### config.mk
export PLATFORM = sky130hd
export DESIGN_NAME = radar_prf_gen
export DESIGN_NICKNAME = d
export VERILOG_FILES = /design/src/rtl/radar_prf_pkg.sv /design/src/rtl/prf_period_div.sv /design/src/rtl/prf_pulse_shaper.sv /design/src/rtl/radar_prf_gen.sv
export SDC_FILE = /design/constraint.sdc
export NUM_CORES = 1
export LEC_CHECK = 0
export ABC_AREA = 0
export BUFFER_PORTS_ARGS = -buffer_cell sky130_fd_sc_hd__buf_2
export CORE_MARGIN = 1.5
export CORE_UTILIZATION = 52
export DETAILED_ROUTE_END_ITERATION = 16
export PLACE_DENSITY = 0.84
export SLEW_MARGIN = 15
export SYNTH_ARGS = -nofsm -noshare
export SYNTH_HDL_FRONTEND = slang
export SYNTH_SLANG_ARGS = --single-unit
### constraint.sdc
create_clock -name clk -period 1.6 [get_ports clk]
set_clock_uncertainty 0.2 [all_clocks]
set_input_delay 0.24 -clock clk [delete_from_list [all_inputs] [get_ports clk]]
set_output_delay 0.24 -clock clk [all_outputs]
set_load 0.05 [all_outputs]
### src/rtl/radar_prf_pkg.sv
package radar_prf_pkg;

  // Register width needed to hold the values 0 .. m-1 (at least one bit).
  function automatic int cnt_w(input int m);
    if (m <= 2) return 1;
    return $clog2(m);
  endfunction

  // The width counter modulus includes the wrap clock, so the high time is one less.
  function automatic int high_clks(input int width_mod);
    return width_mod - 1;
  endfunction

  // Period of the slow train, in system clocks.
  function automatic int slow_period(input int fast_period, input int div);
    return fast_period * div;
  endfunction

endpackage

### src/rtl/prf_period_div.sv
module prf_period_div
  import radar_prf_pkg::*;
#(
  parameter int MOD = 60
) (
  input  logic clk,
  input  logic rst_n,
  input  logic clr,
  input  logic en,
  output logic tick
);
  localparam int W = cnt_w(MOD);
  localparam logic [W-1:0] LAST = W'(MOD - 1);

  logic [W-1:0] cnt;

  assign tick = en && (cnt == LAST);

  always_ff @(posedge clk or negedge rst_n) begin
    if (!rst_n) begin
      cnt <= '0;
    end else if (clr) begin
      cnt <= '0;
    end else if (en) begin
      if (tick) cnt <= '0;
      else      cnt <= cnt + 1'b1;
    end
  end

  AST_TICK_WRAPS: assert property (@(posedge clk) disable iff (!rst_n)
    (tick && !clr) |=> (cnt == '0));

  AST_CNT_IN_RANGE: assert property (@(posedge clk) disable iff (!rst_n)
    cnt <= LAST);

endmodule

### src/rtl/prf_pulse_shaper.sv
module prf_pulse_shaper
  import radar_prf_pkg::*;
#(
  parameter int HIGH_CLKS = 12
) (
  input  logic clk,
  input  logic rst_n,
  input  logic clr,
  input  logic tick,
  output logic pulse
);
  localparam int W = cnt_w(HIGH_CLKS);
  localparam logic [W-1:0] LAST = W'(HIGH_CLKS - 1);

  logic         flag;
  logic [W-1:0] wcnt;
  logic         width_end;

  assign width_end = flag && (wcnt == LAST);
  assign pulse     = flag;

  always_ff @(posedge clk or negedge rst_n) begin
    if (!rst_n) begin
      flag <= 1'b0;
      wcnt <= '0;
    end else if (clr) begin
      flag <= 1'b0;
      wcnt <= '0;
    end else if (tick) begin
      flag <= 1'b1;
      wcnt <= '0;
    end else if (width_end) begin
      flag <= 1'b0;
      wcnt <= '0;
    end else if (flag) begin
      wcnt <= wcnt + 1'b1;
    end else begin
      wcnt <= '0;
    end
  end

  AST_TICK_SETS_FLAG: assert property (@(posedge clk) disable iff (!rst_n)
    (tick && !clr) |=> flag);

  AST_RISE_FROM_TICK: assert property (@(posedge clk) disable iff (!rst_n)
    $rose(flag) |-> $past(tick));

  AST_WIDTH_BOUND: assert property (@(posedge clk) disable iff (!rst_n)
    flag |-> (wcnt <= LAST));

  AST_IDLE_COUNTER_ZERO: assert property (@(posedge clk) disable iff (!rst_n)
    !flag |-> (wcnt == '0));

endmodule

### src/rtl/radar_prf_gen.sv
module radar_prf_gen
  import radar_prf_pkg::*;
#(
  parameter int HRR_PERIOD    = 60,
  parameter int HRR_WIDTH_MOD = 13,
  parameter int MRR_DIV       = 10,
  parameter int MRR_HIGH      = 30
) (
  input  logic clk,
  input  logic rst_n,
  input  logic hold_clear,
  output logic hrr_out,
  output logic mrr_out
);
  localparam int HRR_HIGH = high_clks(HRR_WIDTH_MOD);
  localparam int MRR_PER  = slow_period(HRR_PERIOD, MRR_DIV);

  logic hrr_tick;
  logic mrr_tick;

  prf_period_div #(.MOD(HRR_PERIOD)) u_hrr_div (
    .clk(clk), .rst_n(rst_n), .clr(hold_clear), .en(1'b1), .tick(hrr_tick)
  );

  prf_pulse_shaper #(.HIGH_CLKS(HRR_HIGH)) u_hrr_shape (
    .clk(clk), .rst_n(rst_n), .clr(hold_clear), .tick(hrr_tick), .pulse(hrr_out)
  );

  // The slow divider advances only on fast-train ticks.
  prf_period_div #(.MOD(MRR_DIV)) u_mrr_div (
    .clk(clk), .rst_n(rst_n), .clr(hold_clear), .en(hrr_tick), .tick(mrr_tick)
  );

  prf_pulse_shaper #(.HIGH_CLKS(MRR_HIGH)) u_mrr_shape (
    .clk(clk), .rst_n(rst_n), .clr(hold_clear), .tick(mrr_tick), .pulse(mrr_out)
  );

  initial begin
    assert (HRR_HIGH >= 1 && HRR_HIGH < HRR_PERIOD);
    assert (MRR_HIGH >= 1 && MRR_HIGH < MRR_PER);
  end

  AST_HOLD_FORCES_LOW: assert property (@(posedge clk) disable iff (!rst_n)
    hold_clear |=> (!hrr_out && !mrr_out));

  AST_MRR_ALIGNED: assert property (@(posedge clk) disable iff (!rst_n)
    $rose(mrr_out) |-> $rose(hrr_out));

  AST_MRR_ON_FAST_TICK: assert property (@(posedge clk) disable iff (!rst_n)
    mrr_tick |-> hrr_tick);

endmodule

======== Word-level counts from Yosys, hierarchy flattened ========
Index checks and enable logic that the tools add are counted.
word-level totals
  flip-flop bits (word level) ............. 21
  input port bits ......................... 3
  output and inout bits ................... 2
  word-level logic and storage cells ...... 39
operators by class
  add/sub/neg operators ................... 4
  equality and inequality tests ........... 4
  multiplexer cells ....................... 19
  reductions and logical operators ........ 6
operators by type and width
  cell                                          count
  2-to-1 mux 4 bit                              7
  2-to-1 mux 5 bit                              4
  2-to-1 mux 6 bit                              2
  adder 4 x 1 -> 4 bit (second input constant)  2
  equality test 4 bit (second input constant)   2
  adder 6 x 1 -> 6 bit (second input constant)  1
  equality test 6 bit (second input constant)   1
  2-to-1 mux 1 bit                              6
  nonzero test 3 bit                            2
  adder 5 x 1 -> 5 bit (second input constant)  1
  equality test 5 bit (second input constant)   1
  logical AND 1 bit                             3
  nonzero test 2 bit                            1

======== Longest topological paths before layout ========
Gate-level depths: netlist of run 1.
  depth in word-level cells ............... 5
  depth in mapped cells ................... 5

======== Hierarchy ========
Synthesis of run 1 repeated with hierarchy kept, for this count alone.
unflattened totals
  cell total of the unflattened synthesis .. 107
  area total of the unflattened synthesis .. 1078.5 um^2
modules (own cells, without submodules)
  module                           times used  cells an instance  area each (um^2)
  prf_period_div at u_hrr_div      1           35                 336.6
  prf_pulse_shaper at u_mrr_shape  1           24                 262.8
  prf_period_div at u_mrr_div      1           26                 241.5
  prf_pulse_shaper at u_hrr_shape  1           21                 234.0
  radar_prf_gen                    1           1                  3.8

======== Worst setup path after synthesis of run 1 ========
No wires, ideal clock.
  path type ............................... reg-to-reg
  start ................................... register u_hrr_div.cnt[0]
  end ..................................... register u_mrr_div.cnt[3]
  arrival time ............................ 1.400 ns
  required time ........................... 1.318 ns
  slack ................................... -0.082 ns
  stages on the path, launching flop included .. 5
  buffers on the path ..................... 0
  clock period less this slack ............ 1.682 ns
  cells stage by stage .................... dfrtp_1 > ha_1 > nand4b_4 > or4_1 > a31oi_1
between the ends
  longest elaborated chain between the ends .. 5
  elaborated cells on any way between the ends .. 6
  classes of those cells .................. eq/ne: 1; mux: 3; reduce/logical: 2
RTL lines
  item                    RTL line              source
  start, declared         prf_period_div.sv:15  logic [W-1:0] cnt;
  start signal, assigned  prf_period_div.sv:26  else cnt <= cnt + 1'b1;
  equality test 6 bit *   prf_period_div.sv:17  assign tick = en && (cnt == LAST);
  logical AND 1 bit       prf_period_div.sv:17
  2-to-1 mux 4 bit        prf_period_div.sv:25  if (tick) cnt <= '0;
  2-to-1 mux 4 bit        prf_period_div.sv:24  end else if (en) begin
  2-to-1 mux 4 bit        prf_period_div.sv:22  end else if (clr) begin
  end signal, assigned    prf_period_div.sv:26
  end, declared           prf_period_div.sv:15
Mark *: on every way between the ends. The rest lies on a longest branch, timed or not. The select of a mux whose other input is x is not followed.
A chain may end at the register's enable or synchronous reset.

======== Worst setup path in the final report of run 1 ========
Ends and elaborated chain as after synthesis.

==> flow_summary_export.csv, run 1 <==
group,metric,value,unit
layout,fill_cells,146,
yosys,synth_edf_count,0,
pwr,sw_frac_of_total,21.7,%
pwr,powerDensity,705,mW/mm^2
yosys,synth_top_cell_by_area,"dfrtp_1",
sta,slew_violations,0,
route,routed_wirelength,1840,um
clock_tree,cts.path.max_buffers,2,
die,start_util,57.4,%
clock_tree,cts-resized-gates,0,
sta,post-route-period-util,101,%
clock_tree,cts_buffers,3,
worst_setup_path,r2r_start,"u_hrr_div.cnt[0]",
outcome,status,"finished with violations",
pwr,share_comb_of_total_power,4.5,%
sta,fmax,621,MHz
clock_tree,clock-sinks,21,
placed_design,place.port_buffers,4,
sta,tns,-0.0115,ns
pwr,p_seq_share,65.6,%
layout,areaGrowthSynthToFinish,13.7,%
sta,min_period,1.61,ns
clock_tree,htreeDepth,1,
yosys,synthArstFlopShare,100,%
pwr,power.net_switching,180,uW
worst_setup_path,critPathTopFamily,"simple AND/OR/NAND/NOR gates",
yosys,synth_warnings,0,
route,vias_per_cell,5.62,
worst_setup_path,slowest_stage,"or4_1",
worst_setup_path,path_cells,"ha_4, nand4b_4, or4_1, a31oi_1",
grt,grt-ovfl-total,0,
pwr,p_int,649,uW
layout,drive_gt1_share,15.5,%
pwr,p_total,829,uW
clock_tree,cts-root-buf,"clkbuf_4",
die,ios,5,
route,firstDrtPassIters,4,
yosys,synth_area,0.00103,mm^2
grt,grt_pass1_wl,3050,um
yosys,syn_avg_cell_area,10.8,um^2
sta,tightest_slew,0.451,ns
clock_tree,cts_tree,"done",
placed_design,gp_congestion,0.785,
route,vias,759,
pwr,p_clk_share,29.9,%
placed_design,dpl.cell_count,128,
route,drc,0,
worst_setup_path,critPathRequiredTime,1.63,ns
worst_setup_path,start_kind,"flip-flop",
worst_setup_path,slowest_delay,0.43,ns
grt,grt_pass1_vias,718,
clock_tree,clk_pin_slew,0.11,ns
grt,grt_max_degree,22,
layout,seqCellArea,526,um^2
route,routedWlPerCell,13.7,um
layout,antenna_cells,0,
die,fp-row-count,15,
layout,layout.cells.non_filler,135,
sta,setup_slack,-0.0115,ns
sta,setup_viol,1,
worst_setup_path,crit_fanout,7,
yosys,synth_nets,105,
die,die_w,47.6,um
outcome,failed_checks,"setup timing",
sta,slew_headroom,70.0,%
grt,antenna_found_initial,0,
yosys,ys_seq_area_share,50.8,%
yosys,ys_ff_latch,21,
route,antenna_left,0,
yosys,synth_common_cells,"dfrtp_1, nor2_1, nor3_1",
placed_design,dp_hpwl,1260,um
yosys,synthTopCellsByArea,"dfrtp_1, ha_1, nor3_1, xor2_1, nor2_1",
layout,fin_nets,120,
pwr,p_leak,0.541,nW
route,drtIter0Drc,10,
worst_setup_path,crit_arrival,1.64,ns
die,dieHeight,47.6,um
flow_run,maxCapViolCount,0,
hold_path,hold_path.class,"in -> reg",
worst_setup_path,crit_type,"reg -> reg",
worst_setup_path,critPathBufInv,0,
worst_setup_path,cp-startpoint,"u_hrr_div.cnt[0]",
yosys,synth_cells,96,
yosys,ys_types,33,
sta,grt_setup_unrepaired,"yes",
sta,hold_viol_final,0,
die,coreArea,0.00180,mm^2
hold_path,hold_start,"hold_clear",
yosys,ys.flop_type,"dfrtp_1",
pwr,ir_worst_vdd,0.549,mV
clock_tree,clk_latency,0.30,ns
die,dieArea,0.00227,mm^2
yosys,yosysMostFrequentCell,"dfrtp_1",
layout,multi_input_area,499,um^2
worst_setup_path,endpoint_kind,"flip-flop",
yosys,synth_top_area_share,50.8,%
grt,grt_usage,19.8,%
per-layer routing:
metal / global-route usage [%] / vias up / wire [um]
met5: 0 / - / 0
met4: 9.73 / 0 / 15
met3: 3.40 / 2 / 40
met2: 33.0 / 9 / 921
met1: 24.9 / 370 / 865
li1: - / 378 / -
cell families (layout without fill, tap and decap cells):
group | after synthesis | count (layout) | share of synthesized area [%]
compound gates | 15 | 15 | 9.43
xor+xnor | 6 | 6 | 5.08
fa+ha+maj | 6 | 6 | 7.25
buf+inv | 6 | 20 | 2.18
flops | 21 | 21 | 50.8
mux | 2 | 2 | 1.93
simple gates | 40 | 40 | 23.3
stage by stage:
step	cell area [um^2]	hold slack, ns	utilization, %	setup slack, ns
floorplan	1050	-0.256	-	0.0918
finish	1180	0.0836	65.3	-0.0115
global placement	1120	0.00986	62.4	0.0626
detailed placement	1120	0.0120	62.4	0.0272
global route	1180	0.0714	65.3	-0.0774
CTS	1160	0.0627	64.4	0.00384
sequential cells by signal (all words and copies together), names as in the netlist:
signal and count:
u_mrr_shape.wcnt 5, u_mrr_shape.pulse 1, u_hrr_shape.wcnt 4, u_mrr_div.cnt 4
u_hrr_shape.pulse 1, u_hrr_div.cnt 6
final timing paths:
kind,end,slack [ns],cells past startpoint
min in group asynchronous,u_hrr_div.cnt[0],0.20,2
worst min register to register,u_hrr_shape.wcnt[0],0.29,1
max in group asynchronous,u_mrr_shape.wcnt[2],0.68,2
worst max register to register,u_mrr_div.cnt[3],-0.01,4
worst max-delay path,u_mrr_div.cnt[3],-0.01,4
worst min-delay path,u_hrr_div.cnt[0],0.08,2
area by class of cell:
type / count / share of cell area (%)
sequential: 21 / 44.7
inverter: 5 / 1.60
timing repair buffer: 11 / 6.38
multi-input combinational: 69 / 42.4
tap: 25 / 2.66
clock buffer: 4 / 2.23
power groups by stage:
stage               logic, mW  registers (mW)  clock network, mW
detailed placement     0.0349           0.554                  0
finish                 0.0377           0.544              0.248
floorplan              0.0179           0.553                  0
global placement       0.0336           0.554                  0
global route           0.0441           0.545              0.281
CTS                    0.0370           0.544              0.260
repair_timing:
item | CTS | global route
endpoints found under the setup margin | 0 | 3
hold endpoints to repair | 21 | 0
hold buffers | 1 | 0
buffers inserted | 0 | 2
cells in the final DEF (no fill, tap or decap), types with 2 or more instances in the layout:
master	n
xnor2_1	2
inv_1	5
buf_4	6
o21ai_0	4
dfrtp_1	21
clkbuf_4	3
ha_1	5
xor2_1	4
buf_2	4
nand3_1	6
nand3b_1	2
mux2i_1	2
nor3_1	8
nor2_1	9
a21oi_1	3
nand2_1	3
nand4b_1	2
Power figures use the tool's default switching activity.
==> inputs of run 2 (changes only) <==
ABC_AREA = 1   (was 0)
==> run 2 against run 1 <==
Effect of this change:
- the flow now finishes without violations
- sequential cell count unchanged
- hold slack improved by 0.13 ns
- combinational power increased by 24%
- critical endpoint is now u_mrr_shape.wcnt[3]
- global-route usage decreased by 0.54 points
- via count decreased by 2.1%
==> flow_summary_export.csv, run 2 <==
group,metric,value,unit
worst_setup_path,slowest_delay,0.41,ns
flow_run,maxCapViolCount,0,
sta,min_period,1.49,ns
sta,fmax,672,MHz
worst_setup_path,start_kind,"flip-flop",
worst_setup_path,crit_type,"reg -> reg",
yosys,ys_types,19,
hold_path,hold_path.class,"in -> async",
route,routedWlPerCell,12.4,um
grt,grt-ovfl-total,0,
route,vias,743,
yosys,synthTopCellsByArea,"dfrtp_1, ha_1, nand2_1, nor2_1, inv_1",
yosys,synth_top_cell_by_area,"dfrtp_1",
sta,setup_slack,0.113,ns
yosys,ys_ff_latch,21,
sta,grt_setup_unrepaired,"no",
pwr,p_leak,0.606,nW
sta,hold_viol_final,0,
route,antenna_left,0,
placed_design,gp_congestion,0.740,
layout,fin_nets,129,
grt,grt_usage,19.2,%
sta,slew_violations,0,
layout,antenna_cells,0,
worst_setup_path,path_cells,"ha_4, nand3_2, nor2_8, nand2_4, nand3b_2, nor2_1",
clock_tree,clk_latency,0.30,ns
worst_setup_path,slowest_stage,"dfrtp_1",
clock_tree,cts_tree,"done",
clock_tree,cts_buffers,3,
route,routed_wirelength,1780,um
die,die_w,47.6,um
worst_setup_path,crit_arrival,1.48,ns
pwr,share_comb_of_total_power,5.6,%
die,start_util,57.4,%
layout,reg_top3,"u_hrr_div.cnt (6), u_mrr_shape.wcnt (5)",
yosys,synthArstFlopShare,100,%
clock_tree,cts.path.max_buffers,2,
worst_setup_path,critPathRequiredTime,1.59,ns
layout,regMostFlops,"u_hrr_div.cnt",
die,dieArea,0.00227,mm^2
yosys,ys.flop_type,"dfrtp_1",
sta,setup_viol,0,
sta,tightest_slew,0.457,ns
worst_setup_path,worst-r2r-setup-slack,0.11,ns
yosys,synth_cells,106,
die,dieHeight,47.6,um
pwr,p_clk_share,29.7,%
worst_setup_path,critPathTopFamily,"simple AND/OR/NAND/NOR gates",
placed_design,dp_hpwl,1340,um
grt,met1_usage,19.3,%
die,coreArea,0.00180,mm^2
clock_tree,clock-sinks,21,
yosys,synth_area,0.00103,mm^2
pwr,sw_frac_of_total,22.9,%
sta,slew_headroom,69.5,%
layout,areaGrowthSynthToFinish,13.5,%
route,vias_per_cell,5.16,
clock_tree,htreeDepth,1,
grt,grt_max_degree,22,
worst_setup_path,critPathBufInv,0,
pwr,powerDensity,714,mW/mm^2
yosys,synth_nets,115,
outcome,status,"finished, final reports clean",
route,drtIter0Drc,18,
pwr,power.net_switching,192,uW
placed_design,pre_cts_ws,0.104,ns
clock_tree,cts-root-buf,"clkbuf_4",
yosys,synth_common_cells,"dfrtp_1, nand2_1, nor2_1",
worst_setup_path,crit_fanout,7,
yosys,yosysMostFrequentCell,"dfrtp_1",
route,firstDrtPassIters,4,
layout,drive_gt1_share,17.6,%
yosys,synth_edf_count,0,
grt,busiest_layer,"met2",
pwr,p_int,647,uW
yosys,syn_avg_cell_area,9.76,um^2
grt,use_met2,36.5,%
grt,grt_pass1_wl,3000,um
yosys,synth_warnings,0,
placed_design,place.port_buffers,4,
die,ios,5,
layout,largest_reg_flops,6,
pwr,p_seq_share,64.7,%
yosys,synth_top_area_share,50.8,%
die,fp-row-count,15,
layout,layout_commonest_cell,"dfrtp_1",
layout,fill_cells,149,
worst_setup_path,endpoint_kind,"flip-flop",
pwr,ir_worst_vdd,0.467,mV
grt,grt_util_met3,4.91,%
yosys,ys_seq_area_share,50.8,%
sta,tns,0,ns
route,drc,0,
grt,grt_pass1_vias,770,
sta,post-route-period-util,93.0,%
layout,final_cell_mix,"dfrtp_1, nand2_1, nor2_1",
clock_tree,clk_pin_slew,0.11,ns
grt,antenna_found_initial,0,
==> run 2: changes by cell type after synthesis, moves of 7 or more <==
cell	previous run	this run
nor3_1	8	0
nand2_1	3	18
nor2_1	9	18
inv_1	5	12
==> run 2: power groups by stage <==
stage | registers [mW] | clock network (mW) | logic [mW]
floorplan | 0.550 | 0 | 0.0178
global placement | 0.551 | 0 | 0.0356
detailed placement | 0.551 | 0 | 0.0371
CTS | 0.541 | 0.263 | 0.0409
global route | 0.543 | 0.283 | 0.0540
finish | 0.543 | 0.249 | 0.0467
==> run 2: area by class of cell <==
class,instances,area (um^2),share of cell area [%]
Multi-Input combinational cell,74,490,41.7
Timing Repair Buffer,8,55.1,4.69
Clock inverter,1,5.00,0.426
Tap cell,25,31.3,2.66
Sequential cell,21,526,44.7
Inverter,12,45.0,3.83
Clock buffer,3,22.5,1.92
==> run 2: worst paths after layout <==
check,cells after the start,to,from
max,6,u_mrr_shape.wcnt[3],u_hrr_div.cnt[0]
min,2,u_hrr_shape.wcnt[2],rst_n
max reg2reg,6,u_mrr_shape.wcnt[3],u_hrr_div.cnt[0]
min reg2reg,1,u_hrr_shape.wcnt[0],u_hrr_shape.wcnt[0]
max in group asynchronous,2,u_mrr_shape.pulse,rst_n
min in group clk,1,u_hrr_shape.wcnt[0],u_hrr_shape.wcnt[0]
==> run 2: kinds of logic (layout without fill, tap and decap cells) <==
group,count (synthesis),after routing,synth area share (%)
xor gates and xnor gates,7,7,5.93
and+or+nand+nor,54,55,28.8
adders and majority gates,6,6,7.25
DFF,21,21,50.8
buffers and inverters,12,24,4.35
AOI/OAI and AO/OA,6,6,2.90
==> run 2: metal layers <==
layer / part of all wire (%) / wire length, um
met1: 41 / 725
met2: 55 / 988
met3: 1.9 / 34
met4: 2.0 / 35
met5: 0 / 0
==> run 2: per-stage QoR <==
| step | cell area [um^2] | cells | utilization [%] | hold slack, ns | power, mW |
|---|---|---|---|---|---|
| global route | 1170 | 144 | 65.2 | 0.254 | 0.881 |
| finish | 1170 | 144 | 65.2 | 0.215 | 0.839 |
| global placement | 1090 | 135 | 60.3 | 0.0111 | 0.586 |
| floorplan | 1030 | 106 | - | -0.256 | 0.568 |
| detailed placement | 1090 | 135 | 60.3 | 0.0158 | 0.588 |
| CTS | 1130 | 141 | 62.9 | 0.213 | 0.845 |
==> run 2: repair_timing <==
action | 4_1_cts | 5_1_grt
hold buffers | 2 | 0
endpoints found under the setup margin | 0 | 13
buffers inserted | 0 | 2
resized for setup | 0 | 3
endpoints found under the hold margin | 22 | 0
==> inputs of run 3 (changes only) <==
RECOVER_POWER = 50   (was not set)
==> run 3 against run 2 <==
Effect of this change:
- critical path depth stayed put
- combinational power is essentially flat
- highest routed layer unchanged
- non-clock buffer count stayed put
- clock power about the same
- critical endpoint unchanged
- cell area unchanged
- via count grew 0.13%
==> flow_summary_export.csv, run 3 (synthesized netlist as in run 2, its figures left out) <==
group,metric,value,unit
route,vias,744,
hold_path,hold_path.class,"in -> async",
pwr,power.net_switching,192,uW
die,die_w,47.6,um
layout,final_cell_mix,"dfrtp_1, nand2_1, nor2_1",
outcome,status,"finished, final reports clean",
route,antenna_left,0,
worst_setup_path,start_kind,"flip-flop",
layout,drive_gt1_share,17.6,%
clock_tree,cts.path.max_buffers,2,
sta,hold_viol_final,0,
pwr,p_total,839,uW
route,routedWlPerCell,12.4,um
route,routed_wirelength,1780,um
sta,holdWs,0.234,ns
clock_tree,cts-root-buf,"clkbuf_4",
clock_tree,cts_tree,"done",
die,coreArea,0.00180,mm^2
layout,fin_nets,129,
clock_tree,htreeDepth,1,
layout,final_cell_area,0.00117,mm^2
worst_setup_path,critPathRequiredTime,1.59,ns
route,drc,0,
die,fp-row-count,15,
sta,slew_headroom,65.9,%
die,dieArea,0.00227,mm^2
clock_tree,clock-sinks,21,
worst_setup_path,worst-r2r-setup-slack,0.11,ns
placed_design,dp_hpwl,1340,um
grt,grt_max_degree,22,
worst_setup_path,r2r_start,"u_hrr_div.cnt[0]",
worst_setup_path,r2r_end,"u_mrr_shape.wcnt[3]",
die,ios,5,
worst_setup_path,crit_type,"reg -> reg",
grt,grt_usage,19.2,%
die,dieHeight,47.6,um
pwr,p_int,647,uW
placed_design,dpl.cell_count,135,
clock_tree,clk_pin_slew,0.11,ns
flow_run,maxCapViolCount,0,
layout,regMostFlops,"u_hrr_div.cnt",
worst_setup_path,crit_arrival,1.48,ns
clock_tree,clk_latency,0.30,ns
sta,post-route-period-util,93.0,%
layout,reg_top3,"u_hrr_div.cnt (6), u_mrr_shape.wcnt (5)",
pwr,p_clk_share,29.7,%
die,start_util,57.4,%
layout,antenna_cells,0,
grt,grt_pass1_vias,770,
clock_tree,cts_buffers,3,
grt,antenna_found_initial,0,
layout,layout.cells.non_filler,144,
pwr,sw_frac_of_total,22.9,%
worst_setup_path,crit_fanout,7,
pwr,powerDensity,714,mW/mm^2
route,drtIter0Drc,18,
worst_setup_path,reg2reg_depth,6,
sta,tns,0,ns
layout,areaGrowthSynthToFinish,13.5,%
placed_design,dpl_cell_area,0.00109,mm^2
route,vias_per_cell,5.17,
sta,grt_setup_unrepaired,"no",
route,firstDrtPassIters,4,
sta,min_period,1.49,ns
grt,grt_pass1_wl,3000,um
pwr,p_seq_share,64.7,%
worst_setup_path,endpoint_kind,"flip-flop",
sta,tightest_slew,0.512,ns
layout,layout_commonest_cell,"dfrtp_1",
placed_design,place.port_buffers,4,
grt,grt-ovfl-total,0,
sta,fmax,672,MHz
placed_design,gp_congestion,0.740,
sta,setup_viol,0,
pwr,p_leak,0.606,nW
pwr,share_comb_of_total_power,5.6,%
pwr,ir_worst_vdd,0.467,mV
layout,largest_reg_flops,6,
sta,slew_violations,0,
==> run 3: worst max path at each step <==
| stage | to | start | slack (ns) | cells after the start |
|---|---|---|---|---|
| global route | u_mrr_shape.wcnt[1] | u_hrr_div.cnt[1] | 0.02 | 6 |
| global placement | u_hrr_shape.wcnt[3] | u_hrr_div.cnt[0] | 0.15 | 6 |
| CTS | u_hrr_shape.wcnt[2] | u_hrr_div.cnt[0] | 0.08 | 6 |
| floorplan | u_mrr_shape.wcnt[0] | u_mrr_shape.pulse | 0.19 | 3 |
| detailed placement | u_hrr_shape.wcnt[2] | u_hrr_div.cnt[0] | 0.10 | 6 |
| finish | u_mrr_shape.wcnt[3] | u_hrr_div.cnt[0] | 0.11 | 6 |
==> run 3: worst max-delay path, stage by stage, from the launching register on <==
cell	delay (ns)
dfrtp_1	0.41
ha_4	0.16
nand3_2	0.12
nor2_8	0.24
nand2_4	0.07
nand3b_2	0.13
nor2_1	0.06
==> run 3: layout make-up <==
cell class | instances | area [um^2]
Multi-Input combinational cell | 74 | 490
Clock buffer | 3 | 22.5
Clock inverter | 1 | 5.00
Inverter | 12 | 45.0
Tap cell | 25 | 31.3
Fill cell | 149 | 627
Sequential cell | 21 | 526
Timing Repair Buffer | 8 | 55.1
==> run 3: timing repair <==
action | in CTS | in global routing
setup endpoints to repair | 0 | 13
buffers inserted | 0 | 2
hold buffers | 2 | 0
hold endpoints to repair | 22 | 0
gates resized for setup | 0 | 3
==> run 3: routing by layer <==
layer	share of wire, %	up-vias	GRT usage [%]	wire length (um)
li1	-	366	-	-
met1	41	363	19.3	725
met2	55	11	36.5	990
met3	1.9	4	4.91	34
met4	2.0	0	9.19	35
met5	0	-	0	0
==> run 3: power by group through the flow <==
stage / Combinational (mW) / Clock (mW) / Sequential [mW]
2_1_floorplan: 0.0178 / 0 / 0.550
3_3_place_gp: 0.0356 / 0 / 0.551
3_5_place_dp: 0.0371 / 0 / 0.551
4_1_cts: 0.0409 / 0.263 / 0.541
5_1_grt: 0.0540 / 0.283 / 0.543
6_report: 0.0468 / 0.249 / 0.543
==> run 3: stage by stage <==
| step | worst slack [ns] | util [%] |
|---|---|---|
| final | 0.113 | 65.2 |
| after global routing | 0.0168 | 65.2 |
| after CTS | 0.0789 | 62.9 |
| after detailed placement | 0.104 | 60.3 |
| after global placement | 0.153 | 60.3 |
| after floorplan | 0.193 | - |
